===== src/rtl/bcx_state_ctrl.sv =====
module bcx_state_ctrl #(
  parameter logic [31:0]  ID_VALUE      = 32'h7400_0001,
  parameter logic [31:0]  HANDLER_BASE  = 32'h0000_4000,
  parameter logic [255:0] HW_MAP        = {{128{1'b0}}, {128{1'b1}}},
  parameter logic [7:0]   ILLEGAL_FIRST = 8'hCA,
  parameter int           SWITCH_CYCLES = 4,
  parameter bit           MINIMAL       = 1'b0
) (
  input  logic        clk,
  input  logic        rst_n,
  input  logic        cfg_req,
  input  logic        cfg_wr,
  input  logic        cfg_kernel,
  input  logic [1:0]  cfg_sel,
  input  logic [31:0] cfg_wdata,
  output logic [31:0] cfg_rdata,
  output logic        cfg_fault,
  input  logic        br_req,
  input  logic [31:0] br_target,
  input  logic [31:0] lr_val,
  output logic [31:0] br_pc,
  output logic        br_pc_vld,
  input  logic        exc_take,
  input  logic        exc_ret,
  input  logic        bc_valid,
  input  logic [7:0]  bc_op,
  output logic        bc_hw,
  output logic        bc_sw,
  output logic        bc_exc,
  output logic [31:0] bc_vec,
  output logic        st_t,
  output logic        st_j,
  output logic        saved_t,
  output logic        saved_j,
  output logic        busy
);
  localparam int         CW       = $clog2(SWITCH_CYCLES + 1);
  localparam logic [1:0] SEL_ID   = 2'd0;
  localparam logic [1:0] SEL_OS   = 2'd1;
  localparam logic [1:0] SEL_MAIN = 2'd2;

  logic [31:0]   os_reg, main_reg, rd_nxt;
  logic [CW-1:0] busy_cnt;
  logic          nxt_t, nxt_j;

  wire bc_take    = bc_valid && st_j && (busy_cnt == '0) && !exc_take;
  wire bc_illegal = (bc_op == 8'hFF) || (bc_op >= ILLEGAL_FIRST);
  wire bc_native  = HW_MAP[bc_op];
  wire enter_exc  = exc_take || (bc_take && bc_illegal);
  wire jump_ok    = !MINIMAL && main_reg[0] && os_reg[1];
  wire user_os    = cfg_req && !cfg_kernel && (cfg_sel == SEL_OS);
  wire wr_os      = cfg_req && cfg_wr && cfg_kernel && (cfg_sel == SEL_OS);
  wire wr_main    = cfg_req && cfg_wr && (cfg_sel == SEL_MAIN);
  wire br_go      = br_req && !enter_exc && !exc_ret;

  assign busy = (busy_cnt != '0);

  always_comb begin
    rd_nxt = '0;
    if (cfg_req && !cfg_wr && !MINIMAL) begin
      case (cfg_sel)
        SEL_ID:   rd_nxt = ID_VALUE;
        SEL_OS:   rd_nxt = cfg_kernel ? os_reg : '0;
        SEL_MAIN: rd_nxt = cfg_kernel ? main_reg : '0;
        default:  rd_nxt = '0;
      endcase
    end
  end

  always_comb begin
    nxt_t = st_t;
    nxt_j = st_j;
    if (enter_exc) begin
      nxt_t = 1'b0;
      nxt_j = 1'b0;
    end else if (exc_ret) begin
      nxt_t = saved_t;
      nxt_j = saved_j;
    end else if (br_req) begin
      nxt_t = jump_ok ? 1'b0 : br_target[0];
      nxt_j = jump_ok;
    end
  end

  always_ff @(posedge clk) begin
    if (!rst_n) begin
      os_reg    <= '0;
      main_reg  <= '0;
      cfg_rdata <= '0;
      cfg_fault <= 1'b0;
      st_t      <= 1'b0;
      st_j      <= 1'b0;
      saved_t   <= 1'b0;
      saved_j   <= 1'b0;
      busy_cnt  <= '0;
      br_pc     <= '0;
      br_pc_vld <= 1'b0;
      bc_hw     <= 1'b0;
      bc_sw     <= 1'b0;
      bc_exc    <= 1'b0;
      bc_vec    <= '0;
    end else begin
      if (wr_os)   os_reg   <= cfg_wdata;
      if (wr_main) main_reg <= cfg_wdata;
      cfg_rdata <= rd_nxt;
      cfg_fault <= user_os;

      st_t <= nxt_t;
      st_j <= nxt_j;
      if (enter_exc) begin
        saved_t <= st_t;
        saved_j <= st_j;
      end
      if ({nxt_t, nxt_j} != {st_t, st_j}) busy_cnt <= CW'(SWITCH_CYCLES);
      else if (busy_cnt != '0)            busy_cnt <= busy_cnt - CW'(1);

      br_pc_vld <= br_go;
      br_pc     <= !br_go ? '0 : (jump_ok ? lr_val : {br_target[31:1], 1'b0});

      bc_hw  <= bc_take && !bc_illegal && bc_native;
      bc_sw  <= bc_take && !bc_illegal && !bc_native;
      bc_exc <= bc_take && bc_illegal;
      bc_vec <= (bc_take && !bc_illegal && !bc_native) ?
                HANDLER_BASE + {22'b0, bc_op, 2'b00} : '0;
    end
  end

  AST_STATE_LEGAL: assert property (@(posedge clk) disable iff (!rst_n)
    !(st_t && st_j));
  AST_J_NEEDS_BOTH: assert property (@(posedge clk) disable iff (!rst_n)
    (br_go && !(main_reg[0] && os_reg[1])) |=> !st_j);
  AST_J_ENTRY_SRC: assert property (@(posedge clk) disable iff (!rst_n)
    $rose(st_j) |-> $past(exc_ret || (br_req && main_reg[0] && os_reg[1])));
  AST_USER_OS_FAULT: assert property (@(posedge clk) disable iff (!rst_n)
    user_os |=> (cfg_fault && cfg_rdata == '0));
  AST_USER_OS_KEEP: assert property (@(posedge clk) disable iff (!rst_n)
    user_os |=> $stable(os_reg));
  AST_DISPATCH_ONEHOT: assert property (@(posedge clk) disable iff (!rst_n)
    $onehot0({bc_hw, bc_sw, bc_exc}));
  AST_BREAK_EXC: assert property (@(posedge clk) disable iff (!rst_n)
    (bc_valid && bc_op == 8'hFF && st_j && !busy && !exc_take) |=> bc_exc);
  AST_NO_DISPATCH_BUSY: assert property (@(posedge clk) disable iff (!rst_n)
    busy |=> !(bc_hw || bc_sw || bc_exc));
  AST_NATIVE_AFTER_EXC: assert property (@(posedge clk) disable iff (!rst_n)
    enter_exc |=> (!st_t && !st_j));
  AST_MIN_NO_J: assert property (@(posedge clk) disable iff (!rst_n)
    MINIMAL |-> (!st_j && cfg_rdata == '0));
endmodule


===== config.mk =====
export PLATFORM = sky130hd
export DESIGN_NAME = bcx_state_ctrl
export DESIGN_NICKNAME = d
export VERILOG_FILES = /design/src/rtl/bcx_state_ctrl.sv
export SDC_FILE = /design/constraint.sdc
export NUM_CORES = 1
export LEC_CHECK = 0
export ABC_AREA = 1
export BUFFER_PORTS_ARGS = -buffer_cell sky130_fd_sc_hd__buf_2
export CAP_MARGIN = 20
export CORE_ASPECT_RATIO = 1.5
export CORE_UTILIZATION = 48
export DETAILED_ROUTE_END_ITERATION = 7
export PLACE_DENSITY = 0.79
export SYNTH_ARGS = -nofsm -noshare
export SYNTH_HDL_FRONTEND = slang
export SYNTH_SLANG_ARGS = --single-unit

===== constraint.sdc =====
create_clock -name clk -period 2.44 [get_ports clk]
set_clock_uncertainty 0.15 [all_clocks]
set_input_delay 0.122 -clock clk [delete_from_list [all_inputs] [get_ports clk]]
set_output_delay 0.122 -clock clk [all_outputs]
set_load 0.02 [all_outputs]

==> impl_metrics.json <==
{
  "coreArea_mm2": 0.0115,
  "path_buf_inv": 2,
  "finalWirelength_mm": 19.2,
  "synth-edff-count": 0,
  "powerDensity_mw_per_mm2": 697,
  "seq_area_frac_synth_pct": 52.6,
  "required_ns": 2.65,
  "cts_buffers": 17,
  "grt_max_degree": 39,
  "avgRoutedWirePerCell_um": 16.5,
  "critPathTopFamily": "simple AND/OR/NAND/NOR gates",
  "cpMostUsedCell": "ha_1",
  "gp_congestion": 0.810,
  "num_rows": 48,
  "cts.sinks": 149,
  "vias_per_cell": 5.29,
  "finalHoldViolCount": 0,
  "synthTopCellsByArea": "dfxtp_1 (53%), nor2_1 (9.5%), o21ai_0 (6.4%), nand3_1 (5.6%), nand2_1 (5.2%)",
  "worstPathMaxFanout": 9,
  "cts_max_path_buffers": 2,
  "startpoint_type": "flop",
  "yosys_most_used_dff": "dfxtp_1",
  "fmax_mhz": 447,
  "crit_arrival_ns": 2.45,
  "maxCapViolCount": 0,
  "drtPass1Iterations": 6,
  "outcome": "complete, no violations",
  "die_h_um": 135,
  "postSynthAreaPerCell_um2": 8.06,
  "finalSetupTns_ns": 0,
  "rsz0062_at_grt": "false",
  "syn2layout_area_growth_pct": 48.0,
  "final_util_pct": 72.9,
  "leakage_nw": 4.02,
  "nets": 1122,
  "ant_nets": 0,
  "min_path_type": "in2reg",
  "grt_overflow_total": 0,
  "cp_slowest_stage_delay_ns": 0.55,
  "h-tree-depth": 4,
  "ioPinCount": 221,
  "syn_area_mm2": 0.00567,
  "critical_path_class": "reg2reg",
  "layout_commonest_cell": "buf_2",
  "port_buffers": 197,
  "period_share_pct": 91.6,
  "grt_pass1_vias": 6064,
  "relSlewSlack_pct": 58.3,
  "ys_types": 34,
  "final-seq-area_mm2": 0.00298,
  "synth_area_leader_cell": "dfxtp_1",
  "dp_cells": 1019,
  "yosysWarningCount": 0,
  "swShare_pct": 23.9,
  "fp.dieW_um": 90.8,
  "instances_no_fill": 1168,
  "layout_min_cycle_time_ns": 2.24,
  "p_int_w": 0.00446,
  "fill_cells": 849,
  "tightest_slew_ns": 0.625,
  "cp-end-kind": "flop",
  "via_count": 6174,
  "drive_gt1_share_pct": 27.1,
  "setup_viol": 0,
  "p_clk_share_pct": 45.5,
  "power_frac_comb_pct": 11.4,
  "power_frac_seq_pct": 43.1,
  "dieArea_mm2": 0.0123,
  "ir_drop_mv": 0.592,
  "worstSkewPairLatency_ns": 0.41,
  "power.switching_w": 0.00140,
  "synth-async-reset-ratio_pct": 0,
  "initial_core_util_pct": 49.2,
  "drc": 0,
  "ctsResizeCount": 0,
  "crit_path_top_delay_cell": "dlygate4sd3_1",
  "grt_pass1_wl_mm": 29.7,
  "synth.top_cell.area_share_pct": 52.6,
  "worst_slack_ns": 0.204,
  "pre_cts_ws_ns": 0.232,
  "cts-root-buf": "clkbuf_16",
  "hpwl_mm": 9.92,
  "syn_inst": 704,
  "hold_ws_ns": 0.0518,
  "drv_slew": 0,
  "path_cells": "inv_1 -> ha_1 -> ha_1 -> nand3_2 -> nor2_4 -> nand4_2 -> nor2_1 -> dlygate4sd3_1",
  "grt_usage_pct": 30.7,
  "layout_common_cells": "buf_2 (197), dfxtp_1 (149), nor2_1 (143)",
  "detail_route.iter0.violations": 473,
  "antenna_found_initial": 2,
  "synth-seq-cells": 149,
  "clkTransAtPathRegs_ns": 0.06,
  "post_cts_buffers": 0,
  "multiInputGateArea_mm2": 0.00225,
  "tritoncts": "built"
}
==> stage by stage <==
stage	area (µm²)	total power, W
finish	8400	0.00586
global route	8400	0.00606
CTS	8390	0.00587
detailed placement	6630	0.00307
global placement	6630	0.00306
floorplan	5760	0.00291
==> area by class of cell <==
class	count	area share, %
Clock buffer	21	5.48
Sequential cell	149	35.5
Timing Repair Buffer	325	26.6
Multi-Input combinational cell	475	26.8
Antenna cell	1	0.0298
Clock inverter	11	1.77
Inverter	36	1.61
Tap cell	150	2.23
==> synth_stat cells (9+ instances only) <==
master / number
a21oi_1: 58
a21oi_2: 10
buf_2: 18
buf_4: 24
clkbuf_1: 19
dfxtp_1: 149
inv_1: 27
inv_2: 9
nand2_1: 78
nand3_1: 64
nor2_1: 144
o21ai_0: 72
==> repair_timing <==
| item | 4_1_cts | 5_1_grt |
|---|---|---|
| hold buffers | 115 | 0 |
| endpoints found under the hold margin | 126 | 0 |
| endpoints found under the setup margin | 0 | 1 |
==> power groups by stage <==
stage | clock (W) | sequential, W | combinational [W]
after global routing | 0.00280 | 0.00253 | 0.000730
after floorplan | 0 | 0.00259 | 0.000317
after CTS | 0.00271 | 0.00252 | 0.000638
final | 0.00266 | 0.00253 | 0.000670
after detailed placement | 0 | 0.00258 | 0.000493
after global placement | 0 | 0.00257 | 0.000488
==> metal layers <==
metal | vias to the layer above | routed length (µm) | track usage [%] | share of wire (%)
met4 | 2 | 1050 | 20.0 | 5.5
met5 | - | 17 | 0 | 0.088
li1 | 2838 | - | - | -
met1 | 2846 | 6730 | 32.4 | 35
met3 | 103 | 1540 | 9.76 | 8.0
met2 | 385 | 9890 | 52.6 | 51
==> cells by family (layout without fill, tap and decap cells) <==
group,Yosys count,after routing,synth area share (%)
AND/OR/NAND/NOR,303,304,23.5
buffers and inverters,103,393,9.53
XOR/XNOR,1,1,0.154
other,1,24,0.0661
flip-flops,149,149,52.6
AO/OA/AOI/OAI,144,144,13.5
adder cells (fa/ha/maj),3,3,0.662
==> worst paths after layout <==
kind                                  start                        to  slack (ns)  cells after the start
setup / recovery   busy_cnt[0]$_SDFFE_PP0P_      bc_vec[2]$_SDFF_PN0_        0.20                      8
setup reg to reg   busy_cnt[0]$_SDFFE_PP0P_      bc_vec[2]$_SDFF_PN0_        0.20                      8
hold reg to reg   main_reg[22]$_SDFFE_PN0P_  cfg_rdata[22]$_SDFF_PN0_        0.31                      2
hold / removal                       br_req      br_pc[14]$_SDFF_PN0_        0.05                      3
==> tightest hold or removal path, cell delays in order <==
cell and delay (ns):
buf_2 0.15, nand4_4 0.22, a21oi_2 0.06
Note: power is estimated with default switching activity, not from simulation.
